## config.mk

```make
export PLATFORM = sky130hd
export DESIGN_NAME = disk_boot_seq
export DESIGN_NICKNAME = d
export VERILOG_FILES = /design/src/rtl/dbs_pkg.sv /design/src/rtl/dbs_cmd_rom.sv /design/src/rtl/dbs_poll_timer.sv /design/src/rtl/dbs_attempt_ctr.sv /design/src/rtl/disk_boot_seq.sv
export SDC_FILE = /design/constraint.sdc
export NUM_CORES = 1
export LEC_CHECK = 0
export ABC_AREA = 1
export BUFFER_PORTS_ARGS = -buffer_cell sky130_fd_sc_hd__clkbuf_2
export CORE_MARGIN = 2
export CORE_UTILIZATION = 40
export DETAILED_ROUTE_END_ITERATION = 10
export MAX_ROUTING_LAYER = met4
export PLACE_DENSITY = 0.65
export SLEW_MARGIN = 20
export SYNTH_ARGS = -nofsm -noshare
export SYNTH_HDL_FRONTEND = slang
export SYNTH_SLANG_ARGS = --single-unit
export TNS_END_PERCENT = 1
```

## constraint.sdc

```tcl
create_clock -name clk_i -period 4.8 [get_ports clk_i]
set_input_delay 0.72 -clock clk_i [delete_from_list [all_inputs] [get_ports clk_i]]
set_output_delay 0.72 -clock clk_i [all_outputs]
set_load 0.1 [all_outputs]
```

## src/rtl/dbs_pkg.sv

```systemverilog
package dbs_pkg;
  typedef enum logic [2:0] {
    ST_IDLE, ST_PROG, ST_WR, ST_RD, ST_EV, ST_DONE, ST_FAIL
  } dbs_state_e;

  localparam logic [15:0] ADDR_CTRL = 16'o520;   // four control words
  localparam logic [15:0] ADDR_BLK  = 16'o1000;  // command block base
  localparam logic [15:0] ADDR_STAT = 16'o1001;  // status word in block
  localparam logic [15:0] CMD_RD3   = 16'o44000;
  localparam logic [15:0] PTR_HDR   = 16'o2000;
  localparam logic [15:0] PTR_LBL   = 16'o402;
  localparam logic [15:0] PTR_DATA  = 16'o1;
  localparam logic [3:0]  STAT_MARK = 4'hF;

  localparam int unsigned N_CLR = 4;
  localparam int unsigned N_BLK = 6;
  localparam int unsigned N_WR  = N_CLR + N_BLK + 1;

  localparam logic [7:0] CODE_BOOT   = 8'd120;
  localparam logic [7:0] CODE_NOSTAT = 8'd121;
  localparam logic [7:0] CODE_BADBT  = 8'd122;
endpackage

```

## src/rtl/dbs_cmd_rom.sv

```systemverilog
module dbs_cmd_rom import dbs_pkg::*; #(
  parameter int unsigned AW = 16,
  parameter int unsigned DW = 16,
  parameter int unsigned SW = 4
) (
  input  logic [SW-1:0] step_i,
  output logic [AW-1:0] addr_o,
  output logic [DW-1:0] data_o
);
  int unsigned s;
  logic [15:0] a, d;

  always_comb begin
    s = 32'(step_i);
    a = '0;
    d = '0;
    if (s < N_CLR) begin
      a = ADDR_CTRL + 16'(s);
    end else if (s < N_CLR + N_BLK) begin
      a = ADDR_BLK + 16'(s - N_CLR);
      case (s - N_CLR)
        2:       d = CMD_RD3;
        3:       d = PTR_HDR;
        4:       d = PTR_LBL;
        5:       d = PTR_DATA;
        default: d = '0;
      endcase
    end else begin
      // kick: block pointer into second control word
      a = ADDR_CTRL + 16'd1;
      d = ADDR_BLK;
    end
    addr_o = AW'(a);
    data_o = DW'(d);
  end
endmodule

```

## src/rtl/dbs_poll_timer.sv

```systemverilog
module dbs_poll_timer #(
  parameter int unsigned INNER_N = 16384,
  parameter int unsigned OUTER_N = 16
) (
  input  logic clk_i,
  input  logic rst_ni,
  input  logic clr_i,
  input  logic step_i,
  output logic last_o
);
  localparam int unsigned IW = (INNER_N > 1) ? $clog2(INNER_N) : 1;
  localparam int unsigned OW = (OUTER_N > 1) ? $clog2(OUTER_N) : 1;

  logic [IW-1:0] inner_q;
  logic [OW-1:0] outer_q;
  logic inner_last, outer_last;

  assign inner_last = (inner_q == IW'(INNER_N - 1));
  assign outer_last = (outer_q == OW'(OUTER_N - 1));
  assign last_o     = inner_last && outer_last;

  always_ff @(posedge clk_i or negedge rst_ni) begin
    if (!rst_ni) begin
      inner_q <= '0;
      outer_q <= '0;
    end else if (clr_i) begin
      inner_q <= '0;
      outer_q <= '0;
    end else if (step_i) begin
      if (inner_last) begin
        inner_q <= '0;
        if (!outer_last) outer_q <= outer_q + 1'b1;
      end else begin
        inner_q <= inner_q + 1'b1;
      end
    end
  end
endmodule

```

## src/rtl/dbs_attempt_ctr.sv

```systemverilog
module dbs_attempt_ctr #(
  parameter int unsigned RETRY_N = 8
) (
  input  logic clk_i,
  input  logic rst_ni,
  input  logic clr_i,
  input  logic inc_i,
  output logic last_o
);
  localparam int unsigned CW = (RETRY_N > 1) ? $clog2(RETRY_N) : 1;

  logic [CW-1:0] cnt_q;

  assign last_o = (cnt_q == CW'(RETRY_N - 1));

  always_ff @(posedge clk_i or negedge rst_ni) begin
    if (!rst_ni)                cnt_q <= '0;
    else if (clr_i)             cnt_q <= '0;
    else if (inc_i && !last_o)  cnt_q <= cnt_q + 1'b1;
  end
endmodule

```

## src/rtl/disk_boot_seq.sv

```systemverilog
module disk_boot_seq import dbs_pkg::*; #(
  parameter int unsigned AW      = 16,
  parameter int unsigned DW      = 16,
  parameter int unsigned INNER_N = 16384,
  parameter int unsigned OUTER_N = 16,
  parameter int unsigned RETRY_N = 8,
  parameter int unsigned BOOT_PC = 1
) (
  input  logic          clk_i,
  input  logic          rst_ni,
  input  logic          start_i,
  output logic          mem_req_o,
  output logic          mem_we_o,
  output logic [AW-1:0] mem_addr_o,
  output logic [DW-1:0] mem_wdata_o,
  input  logic [DW-1:0] mem_rdata_i,
  output logic          panel_stb_o,
  output logic [7:0]    panel_code_o,
  output logic          done_o,
  output logic          fail_o,
  output logic [AW-1:0] start_pc_o
);
  localparam int unsigned SW = $clog2(N_WR);

  dbs_state_e    state_q;
  logic [SW-1:0] step_q;
  logic [AW-1:0] rom_addr;
  logic [DW-1:0] rom_data;
  logic          stb_q;
  logic [7:0]    code_q;
  logic          stored, clean, can_start;
  logic          tim_clr, tim_step, tim_last;
  logic          att_clr, att_inc, att_last;
  logic          unused_rdata;

  assign stored       = (mem_rdata_i[11:8] == STAT_MARK);
  assign clean        = (mem_rdata_i[7:0] == 8'h00);
  assign unused_rdata = ^mem_rdata_i[DW-1:12];
  assign can_start    = start_i &&
                        (state_q == ST_IDLE || state_q == ST_DONE || state_q == ST_FAIL);

  dbs_cmd_rom #(.AW(AW), .DW(DW), .SW(SW)) u_rom (
    .step_i (step_q),
    .addr_o (rom_addr),
    .data_o (rom_data)
  );

  assign tim_clr  = (state_q == ST_PROG);
  assign tim_step = (state_q == ST_EV) && !stored;

  dbs_poll_timer #(.INNER_N(INNER_N), .OUTER_N(OUTER_N)) u_tim (
    .clk_i  (clk_i),
    .rst_ni (rst_ni),
    .clr_i  (tim_clr),
    .step_i (tim_step),
    .last_o (tim_last)
  );

  assign att_clr = can_start;
  assign att_inc = (state_q == ST_EV) && stored && !clean;

  dbs_attempt_ctr #(.RETRY_N(RETRY_N)) u_att (
    .clk_i  (clk_i),
    .rst_ni (rst_ni),
    .clr_i  (att_clr),
    .inc_i  (att_inc),
    .last_o (att_last)
  );

  always_comb begin
    mem_req_o   = 1'b0;
    mem_we_o    = 1'b0;
    mem_addr_o  = '0;
    mem_wdata_o = '0;
    if (state_q == ST_WR) begin
      mem_req_o   = 1'b1;
      mem_we_o    = 1'b1;
      mem_addr_o  = rom_addr;
      mem_wdata_o = rom_data;
    end else if (state_q == ST_RD) begin
      mem_req_o   = 1'b1;
      mem_addr_o  = AW'(ADDR_STAT);
    end
  end

  always_ff @(posedge clk_i or negedge rst_ni) begin
    if (!rst_ni) begin
      state_q <= ST_IDLE;
      step_q  <= '0;
      stb_q   <= 1'b0;
      code_q  <= '0;
    end else begin
      stb_q <= 1'b0;
      if (can_start) begin
        state_q <= ST_PROG;
        stb_q   <= 1'b1;
        code_q  <= CODE_BOOT;
      end else begin
        case (state_q)
          ST_PROG: begin
            state_q <= ST_WR;
            step_q  <= '0;
          end
          ST_WR: begin
            if (step_q == SW'(N_WR - 1)) state_q <= ST_RD;
            else                         step_q  <= step_q + 1'b1;
          end
          ST_RD: state_q <= ST_EV;
          ST_EV: begin
            if (stored) begin
              if (clean) begin
                state_q <= ST_DONE;
              end else begin
                state_q <= att_last ? ST_FAIL : ST_PROG;
                stb_q   <= 1'b1;
                code_q  <= att_last ? CODE_BADBT : CODE_BOOT;
              end
            end else if (tim_last) begin
              state_q <= ST_FAIL;
              stb_q   <= 1'b1;
              code_q  <= CODE_NOSTAT;
            end else begin
              state_q <= ST_RD;
            end
          end
          default: ;
        endcase
      end
    end
  end

  assign panel_stb_o  = stb_q;
  assign panel_code_o = code_q;
  assign done_o       = (state_q == ST_DONE);
  assign fail_o       = (state_q == ST_FAIL);
  assign start_pc_o   = AW'(BOOT_PC);
endmodule

```

======== After elaboration in Yosys (flattened, before gate mapping) ========
Cells that the tools add are included.
cells by class
  bitwise operators ....................... 1
  eq/ne operators ......................... 19
  reductions and logical operators ........ 24
  $add $sub $neg .......................... 7
  order comparisons ....................... 2
  muxes and demuxes ....................... 40
operator list
  operator                number
  $mux 16                 5
  $eq 32x2->1 const B     2
  $eq 32x3->1 const B     2
  $pmux 15 s4             1
  $mux 14                 3
  $mux 8                  5
  $mux 3                  8
  $mux 4                  5
  $add 10x16->16 const A  1
  $mux 15                 1
  $add 14x1->14 const B   1
  $eq 14x14->1 const B    1
  $eq 3x3->1 const B      4
  $eq 4x4->1 const B      3
  $pmux 3 s4              1
  $add 9x4->10 const A    1
  $mux 10                 1
  $reduce_bool 2->1       5
  $reduce_and 3->1        3
  $add 4x1->4 const B     2
  $logic_not 8->1         1
  $mux 1                  8
  $pmux 4 s2              1
  $eq 3x2->1 const B      2
  other kinds (16)        26
storage, ports and cells
  register bits after elaboration ......... 37
  input port bits ......................... 19

======== Logic depth before layout (Yosys ltp) ========
Gate-level depths: netlist (run 1).
  word-level depth ........................ 6
  mapped depth ............................ 11

======== Hierarchy ========
From an unflattened synthesis (run 1), not the netlist that was laid out.
unflattened totals
  cells, all modules ...................... 401
  area total of the unflattened synthesis .. 2,666.3 um2
modules (own cells, without submodules)
  module           area an instance (um2)  instances  cells an instance  sequential area each (um2)
  disk_boot_seq    1,137.3                 1          188                275.3
  dbs_poll_timer   1,089.8                 1          147                450.4
  dbs_cmd_rom      264.0                   1          46                 0.0
  dbs_attempt_ctr  175.2                   1          20                 75.1

======== Least setup slack after synthesis (run 1) ========
Ideal clock, no wire load.
  kind .................................... register to output
  start ................................... register state_q[2]
  end ..................................... output mem_wdata_o[14]
  stages on the path, launching flop included .. 7
  buffers on the path ..................... 1
  data arrival time ....................... 4.532 ns
  setup slack ............................. -0.452 ns
  data required time ...................... 4.080 ns
  cells stage by stage .................... dfrtp_1 inv_2 nand2_1 nor2_2 nand2_1 nor3_1 buf_4
between the ends
  cells in the longest elaborated chain, start to end .. 2
ends and longest elaborated chain
  item                      line                  source
  start: declaration        disk_boot_seq.sv:25   dbs_state_e state_q;
  start signal: assignment  disk_boot_seq.sv:114  state_q <= att_last ? ST_FAIL : ST_PROG;
  $eq 3x2->1                disk_boot_seq.sv:75   if (state_q == ST_WR) begin
  $mux 16                   disk_boot_seq.sv:75
  end: declaration          disk_boot_seq.sv:15   output logic [DW-1:0] mem_wdata_o,
Every way passes these cells.

======== Final worst setup path (run 1) ========
  start ................................... register step_q[2]
  end ..................................... output mem_wdata_o[10]
between the ends
  cells in the longest elaborated chain, start to end .. 6
ends and longest elaborated chain
  item                                               line                  source
  start: declaration                                 disk_boot_seq.sv:26   logic [SW-1:0] step_q;
  start signal: assignment                           disk_boot_seq.sv:106  else step_q <= step_q + 1'b1;
  $sub 4x3->5                                        dbs_cmd_rom.sv:21     case (s - N_CLR)
  $eq 32x3->1 / $eq 32x2->1 (equally long branches)  dbs_cmd_rom.sv:21
  $pmux 15 s4                                        dbs_cmd_rom.sv:21
  $mux 15                                            dbs_cmd_rom.sv:19     end else if (s < N_CLR + N_BLK) begin
  $mux 16 *                                          dbs_cmd_rom.sv:17     if (s < N_CLR) begin
  $mux 16 *                                          disk_boot_seq.sv:75
Every way passes the cells marked *; elsewhere a longest branch is shown, timed or not.

==> flow_results.org, run 1 <==
** Critical path
- The endpoint identified for the worst register-to-register timing path is u_tim.outer_q[3].
- For the worst setup path, the data required time is ~4.1 ns.
- STA puts the critical path data arrival time at 2.27 ns.
- Critical-path cell list :: inv_1 > ha_1 > inv_1 > o21bai_1 > nor2_1 > nand2_1 > nor3b_1 > clkbuf_2
- Cell class contributing the biggest share of worst-path delay :: buffers and inverters
- Reg-to-reg critical path startpoint :: u_tim.inner_q[0]
- Register-to-register setup slack :: roughly 3.2 ns
- Biggest fanout along the worst timing path :: 7
- Reg2Reg Depth :: 10
- The critical path is of the reg2out type.
- The number of buffers and inverters on the critical path is 3.
- Among the stages of the critical path, the cell type that occurs most often is inv_1.
- CP endpoint kind :: output port
- Maximum single-stage delay on the critical path :: approximately 0.48 ns
- The slowest stage of the critical path belongs to the cell clkbuf_2.
- Startpoint type of the worst setup path :: register

** Routing
- Routed Antenna Nets :: 0
- In the routed design, unresolved DRC markers number 0.
- Wires add up to approximately 4500 um.
- Wire per inst :: 10.0 um
- Across all layers, the routed design uses a little over 2000 vias.
- Number of iterations in the first detailed-routing pass :: 4
- Drt initial violations :: between 100 and 150
- After detailed routing, the number of vias per cell comes to about 4.6.

** Synthesis
- Post-synthesis share of cell area spent on xor and xnor gates :: 0.00709
- The synthesized design contains 32 register bits.
- Post-synthesis cell area :: between 0.002 and 0.0025 mm2
- Each instance of the synthesized netlist takes up on average slightly above 7 um2.
- Yosys top cell area share :: 0.324
- Ys Warns :: 0
- Post-synthesis cell type with the largest combined area :: dfrtp_1
- The area fraction in compound gates after synthesis is 0.0775.
- Multiplexer share of the synthesized area :: 0
- Of the synthesized area, sequential elements account for 0.324.
- By area the synthesized netlist is led by dfrtp_1 32%, buf_4 13%, nand2_1 12%.
- Number of instances in the synthesized netlist :: 340
- Combinational family with the most area after synthesis :: simple AND/OR/NAND/NOR gates
- Share of synthesized cell area in full adder, half adder and majority cells :: 0.0608
- Cell variety after synth :: 33
- Simple-gate share of the synthesized area :: 0.312

** STA
- Transition at the pin with the smallest max-transition slack :: between 0.8 and 0.9 ns
- Final min period :: approximately 3 ns
- In this run the tightest slew margin relative to its limit is 0.447.
- Max Clock Freq :: 0.335 GHz
- Between clock sinks in the finished design, the worst skew comes to between 0.004 and 0.005 ns.
- Final number of max-transition violations :: 0
- RSZ-0062 raised after global routing :: false
- Hold Worst Slack :: 0.471 ns
- Final hold violation count :: 0
- Number of endpoints failing setup at the final stage :: 0
- Dividing the final minimum period by the clock period gives 0.622.

** Hold path
- Worst Hold Endpoint :: panel_code_o[0]
- The worst hold path was traced through 2 stages.
- Type of the tightest min-delay check :: reg2reg
- The startpoint identified for the worst hold timing path is panel_code_o[0].

** Global route
- Residual overflow from global routing :: 0
- Met3 usage in global routing :: 0.0337
- Global-route usage over all layers :: 0.153
- The number of global-route vias before repair came to between 1500 and 2000.
- Wire length of the first global-routing pass :: a little under 8000 um
- Met2 GRT Util :: 0.241
- Pin count of the biggest net entering global routing :: 33
- The global routing stage identified its most utilized layer as met2.
- The number of antenna violations at the first check in global routing was 0.
- In the global route stage, met1 resource usage came out at 0.192.

** Clock network
- Clock tree synthesis inserted a total of 5 buffers.
- Later-pin clock latency in the skew report :: ~0.28 ns
- Maximum buffer depth of the clock tree :: 2
- For this design, the sink count on the clock tree is 32.
- Total of hold buffers inserted after clock tree synthesis :: 0
- Clock-pin slew reported for the worst setup and hold paths after clock tree synthesis :: approximately 0.06 ns
- Buffers added to address setup during post-CTS repair amount to 0.
- Clock tree from TritonCTS :: built
- CTS resizes :: 0
- Total number of H-tree levels :: 2
- The tree is rooted in a clkbuf_8.

** Finish
- Compared with the post-synthesis result, the final layout area differs by 6.33%.
- Inserted Diodes :: 0
- Across the whole layout, storage elements account for 801 um2.
- Most frequent cells in the layout :: 79 x nand2_1, 47 x inv_1, 40 x clkbuf_2
- Nets@finish :: 408
- Most common cell after layout, fill and taps aside :: nand2_1
- Filler Cells Inserted :: roughly 600
- Of the cells placed in the final design, the portion with a size suffix greater than 1 is 0.173.
- With fillers left out, the area of the finished cells amounts to between 0.002 and 0.003 mm2.
- Summing all multi-input logic gate instances after layout gives approximately 0.0013 mm2.

** Placement
- Detailed placement ended at an HPWL of 3600 um.
- Routability-driven placement finished with a final weighted congestion of between 0.8 and 0.9.
- Total placed instance area :: around 0.0026 mm2
- Port buffer count :: 40

** Power and ir drop
- Fraction of power spent switching nets :: 0.614
- Comb power frac :: 0.632
- The analysis attributes to cell leakage a power of 0.00150 uW.
- Across the VDD grid, the largest voltage drop is between 0.0005 and 0.0006 V.
- Cell-internal power :: 605 uW
- The share of total power dissipated in the clock network is 0.116.
- Of the total power, registers draw 0.252.
- Net Switching :: around 960 uW
- Ratio of total power to cell area :: approximately 600 mW/mm2

** Floorplanning
- 80 I/O pins were placed.
- Vert. Die Dim :: 82.6 um
- Number of cell rows :: 28
- Chip width :: about 83 um
- The total area inside the core boundary comes to ~0.0060 mm2.
- Die ar. :: about 0.0068 mm2
- Starting utilization of the core area :: 0.415

** Status
- Result of the run :: finished, final reports clean

** Run
- Max-cap viol count :: 0
[tightest hold or removal path: cells and delay by family, from the launching register on]
| family | cells | cell delay, ns |
|---|---|---|
| flip-flops | 1 | 0.34 |
| AND/OR/NAND/NOR | 2 | 0.11 |
[state kept, by name, summed over array words and instances (netlist names)]
register       cells
u_tim.inner_q     14
step_q             4
u_tim.outer_q      4
panel_code_o       3
state_q            3
u_att.cnt_q        3
panel_stb_o        1
[synthesized netlist by cell type]
| master | instances |
|---|---|
| nand3_1 | 29 |
| nand4_2 | 1 |
| o32ai_1 | 1 |
| buf_4 | 42 |
| o21ai_2 | 1 |
| nand4_1 | 3 |
| o21bai_1 | 2 |
| nor3_1 | 7 |
| a31oi_1 | 1 |
| nand2_8 | 1 |
| o21ai_1 | 2 |
| nor3_4 | 1 |
| nand2_2 | 4 |
| dfrtp_1 | 32 |
| ha_1 | 12 |
| or2_2 | 1 |
| nand2_4 | 2 |
| nor2_4 | 1 |
| a21oi_1 | 13 |
| nand2_1 | 79 |
| o21ai_0 | 14 |
| inv_1 | 47 |
| o31ai_1 | 1 |
| nor2_2 | 2 |
| inv_4 | 2 |
| inv_2 | 2 |
| nor3b_1 | 3 |
| nand3_2 | 1 |
| conb_1 | 2 |
| nor2_1 | 25 |
| xor2_1 | 2 |
| nand3b_1 | 3 |
| buf_12 | 1 |
[worst max-delay path by stage]
stage	depth (start not counted)	endpoint	slack, ns	startpoint
detailed placement	8	mem_wdata_o[10]	2.07	step_q[2]
floorplan	5	mem_wdata_o[10]	-0.03	state_q[2]
finish	8	mem_wdata_o[10]	1.81	step_q[2]
global placement	8	mem_wdata_o[10]	2.14	step_q[2]
global route	8	mem_wdata_o[10]	1.62	step_q[2]
CTS	8	mem_wdata_o[10]	1.78	step_q[2]
[area by class of cell]
type / count / area share
well taps: 75 / 0.0357
repair buffers: 40 / 0.0762
flip-flops and latches: 32 / 0.305
clock buffers: 5 / 0.0262
inverters: 51 / 0.0748
multi-input cells: 247 / 0.482
[power groups by stage]
stage	clock [uW]	sequential, uW	combinational, uW
finish	182	395	991
detailed placement	0	401	996
CTS	194	396	999
global route	205	408	1070
global placement	0	398	987
floorplan	0	427	873
[metal layers]
metal | vias to the layer above | part of all wire | routed length (um)
li1 | 1068 | - | -
met1 | 921 | 0.44 | 2000
met2 | 73 | 0.48 | 2170
met3 | 5 | 0.062 | 279
met4 | 0 | 0.012 | 55
met5 | - | 0 | 0
[logic make-up after synthesis]
kind of cell,count (synthesis)
compound gates,35
xor+xnor,2
fa+ha+maj,12
buf+inv,94
flops,32
other cells,2
simple gates,163
[metrics by stage]
stage / total power (uW) / std cells / worst slack, ns / utilization / TNS, ns
finish: 1570 / 450 / 1.81 / 0.441 / 0
global route: 1690 / 450 / 1.62 / 0.441 / 0
CTS: 1590 / 450 / 1.78 / 0.441 / 0
detailed placement: 1400 / 445 / 2.07 / 0.429 / 0
global placement: 1380 / 445 / 2.14 / 0.429 / 0
floorplan: 1300 / 373 / -0.0284 / - / -0.0295
(Power assumes the default switching activity.)
==> run 2, diff against run 1 <==
- ABC_AREA: 1 -> 0
- PLACE_DENSITY: 0.65 -> 0.68
- clock period: 4.8 -> 2.45 ns (I/O delays scaled with it)
==> run 2 against run 1 <==
Design area rose by 12%. Highest routed layer unchanged. Clock skew up 0.0017 ns. Sequential share of layout area decreased by 3.1 points. Cell count is 12% lower. Largest power group is now registers. Largest cell class unchanged. Critical path type unchanged. Utilization up 5.4 points.
==> flow_results.org, run 2 <==
** Critical path
- WP data required :: roughly 2.1 ns
- CP endpoint kind :: output port
- In this run the worst setup path begins at step_q[2].
- The worst setup path is launched from a register.
- Reg-to-reg critical path startpoint :: u_tim.inner_q[0]
- The worst setup path is of the reg2out kind.
- Along the worst path, the maximum fanout reaches 7.
- Register-to-register setup slack :: between 0.3 and 0.4 ns
- Capture instance of the worst register-to-register path :: u_tim.inner_q[5]
- Reg2Reg Depth :: 6
- At the worst endpoint, the arrival time is about 2.0 ns.

** Placement
- At the end of routability-driven placement, the weighted congestion stood at 0.838.
- Buffers placed on the I/O ports in this run total 40.
- Post-placement cell count :: 387
- Total placed instance area :: 0.00284 mm2
- HPWL after detailed placement :: 3690 um

** Power and ir drop
- Dividing total power by cell area gives a power density of 423 mW/mm2.
- Comb power frac :: 0.232
- Of the total power, the share spent switching nets is 0.376.
- In this run the static leakage power is 0.00134 uW.
- Clk pwr share :: 0.339
- Of the total power, registers draw 0.428.
- Cell-internal power :: 774 uW
- Max rail drop VDD :: roughly 0.00021 V
- Net Switching :: 467 uW

** Finish
- Filler Cells Inserted :: 553
- Top Registers :: u_tim.inner_q: 14 flops, step_q: 4 flops, u_tim.outer_q: 4 flops
- Number of flip-flops under the largest register name :: 14
- Measured on the finished design, the core utilization comes to 0.495.
- After routing the design area is about 0.0029 mm2.
- In the final layout, flip-flops and latches occupy roughly 800 um2.
- Inserted Diodes :: 0
- In the final layout, the multi-input gates occupy 0.00141 mm2.
- Non-filler cells in the finished layout :: a little under 400
- Most flop-heavy register :: u_tim.inner_q
- Share of layout cells above drive strength 1 :: 0.225
- Compared with the post-synthesis result, the final layout area differs by 19.4%.
- Most frequent cells in the layout :: 35 x conb_1, 31 x dfrtp_1, 24 x clkbuf_2
- The library cell used most frequently in the layout, excluding fill and tap cells, is conb_1.
- Nets@finish :: 350

** Floorplanning
- The initialized floorplan defines 28 standard-cell rows.
- The die is just over 80 um tall.
- The die covers about 0.0068 mm2.
- IO Count :: 80
- Chip width :: 82.4 um
- The initial utilization of the core area, before any placement, comes to 0.415.
- The core region is 0.00592 mm2.

** Synthesis
- In this run, synthesis produced a sequential element count of 32.
- For this run, the number of Yosys warnings is 0.
- Number of enable-type register cells in the synthesized netlist :: 0
- The biggest area contributor in the post-synthesis netlist is dfrtp_1.
- In the synthesized netlist, the number of instances is between 200 and 300.
- Among all flip-flop cells after synthesis, the most frequent one is dfrtp_1.
- Area contributors post-synth :: dfrtp_1 33%, buf_4 13%, ha_1 6.1%
- The share of synthesized area in the top cell type comes to 0.326.
- Commonest cells in the netlist :: 42 x buf_4, 32 x dfrtp_1, 22 x a21oi_1, 19 x nand2_1, 14 x nor2_1
- In this run the mean area of a mapped cell was between 8 and 9 um2.
- Most frequently used cell type in the post-synthesis netlist :: buf_4
- In this run, distinct cell masters in the synthesized netlist total between 50 and 60.
- Post-synthesis cell area :: between 0.002 and 0.0025 mm2
- Seq/Total Area, Yosys :: 0.326
- Counting flops with an async set or reset pin after synthesis yields a share of 1.00.

** Hold path
- Type of the tightest min-delay check :: in2async

** Global route
- The number of global-route vias before repair is 1864.
- Met2 GRT Util :: 0.256
- For met1 alone, demand over resource in global routing was 0.207.
- Pin count of the biggest net entering global routing :: 33
- For this run, global-route usage on met3 was measured as 0.0326.
- Residual overflow from global routing :: 0
- met2 is the most crowded layer.
- The first global-routing pass estimated between 8000 and 9000 um of wire.
- Initial antenna violation count :: 0
- Global-route usage over all layers :: 0.161

** STA
- Max-slew headroom :: 0.451
- The total count of hold-check failures in the final report was 0.
- Transition at the pin with the smallest max-transition slack :: 0.823 ns
- Final number of max-transition violations :: 0
- Hold is met by ~0.17 ns.
- RSZ-0062 raised after global routing :: true
- Setup skew after layout :: 0.00596 ns
- The worst path in the final design needs a cycle of 2.37 ns, including I/O delays and setup.
- Setup violations remaining at the end of the flow were counted as 0.
- Max Clock Freq :: 0.422 GHz
- In the finished design, the share of the clock period the worst path needs comes to 0.966.

** Routing
- Wire per inst :: 12.6 um
- Drt initial violations :: 76
- Total via count after detailed routing :: roughly 2100
- DRC :: 0
- The final layout contains routed wiring with a total length of 4980 um.
- Routed Antenna Nets :: 0
- Drt via density :: ~5.3
- The first detailed-routing pass ran for 4 iterations.

** Status
- The flow ran to the end, and the final reports show no timing, DRC or antenna violations.

** Clock network
- Number of buffers inserted during clock tree synthesis :: 5
- TritonCTS built the clock tree.
- In this run the deepest clock path goes through 2 buffers.
- At the later pin of the worst-skew pair, clock insertion delay measures around 0.28 ns.
- After clock tree synthesis, the clock-pin slew on the worst setup and hold paths is 0.07 ns.
- Clock tree synthesis selected as its root buffer the cell clkbuf_8.
- Clock tree synthesis found a total of 32 sinks.
- Total number of H-tree levels :: 2

** Run
- Max-cap viol count :: 0
==> run 2: cells by family after synthesis <==
| kind of cell | after synthesis | share of synthesized area |
|---|---|---|
| buffers and inverters | 62 | 0.163 |
| multiplexers | 2 | 0.00815 |
| AND/OR/NAND/NOR | 101 | 0.243 |
| adder cells (fa/ha/maj) | 13 | 0.0652 |
| XOR/XNOR | 4 | 0.0143 |
| flip-flops | 32 | 0.326 |
| AO/OA/AOI/OAI | 65 | 0.178 |
| other | 2 | 0.00306 |
==> run 2: how the worst max path moves through the flow <==
stage,to,slack (ns)
floorplan,mem_addr_o[6],-0.41
global placement,mem_wdata_o[14],0.37
detailed placement,mem_wdata_o[1],0.31
CTS,mem_wdata_o[1],0.01
global route,mem_wdata_o[11],-0.04
finish,mem_wdata_o[8],0.08
==> run 2: per-stage QoR <==
step	power [uW]	worst slack [ns]	TNS [ns]
5_1_grt	1280	-0.0444	-0.262
4_1_cts	1250	0.00988	0
6_report	1240	0.0824	0
3_3_place_gp	828	0.370	0
3_5_place_dp	829	0.312	0
2_1_floorplan	846	-0.409	-3.27
==> run 2: timing repair <==
item                                    CTS  global route
hold buffers                              0             0
endpoints found under the setup margin    0            11
setup buffers                             0             0
gates resized for setup                   0             1
==> run 2: power by group through the flow <==
| stage | Clock, uW | Sequential [uW] | Combinational (uW) |
|---|---|---|---|
| final | 421 | 531 | 288 |
| after global routing | 455 | 531 | 298 |
| after CTS | 432 | 531 | 288 |
| after detailed placement | 0 | 541 | 287 |
| after global placement | 0 | 541 | 287 |
| after floorplan | 0 | 550 | 296 |
==> run 2: area by class of cell <==
cell class                 count  area share
multi-input combinational    220       0.481
sequential                    32       0.273
timing repair buffer          49       0.169
tap                           75      0.0320
clock buffer                   8      0.0307
inverter                      11      0.0141
==> run 2: routing by layer <==
layer  vias up  wire [um]
met5         -          0
met4         0         69
met3         5        240
met2        58       2400
met1       993       2260
li1       1032          -
==> run 2: worst max-delay path, stage by stage (launching register included) <==
cell	delay, ns
dfrtp_2	0.42
inv_1	0.10
ha_1	0.30
a21o_1	0.25
nor3_2	0.18
and3_2	0.28
buf_12	0.18
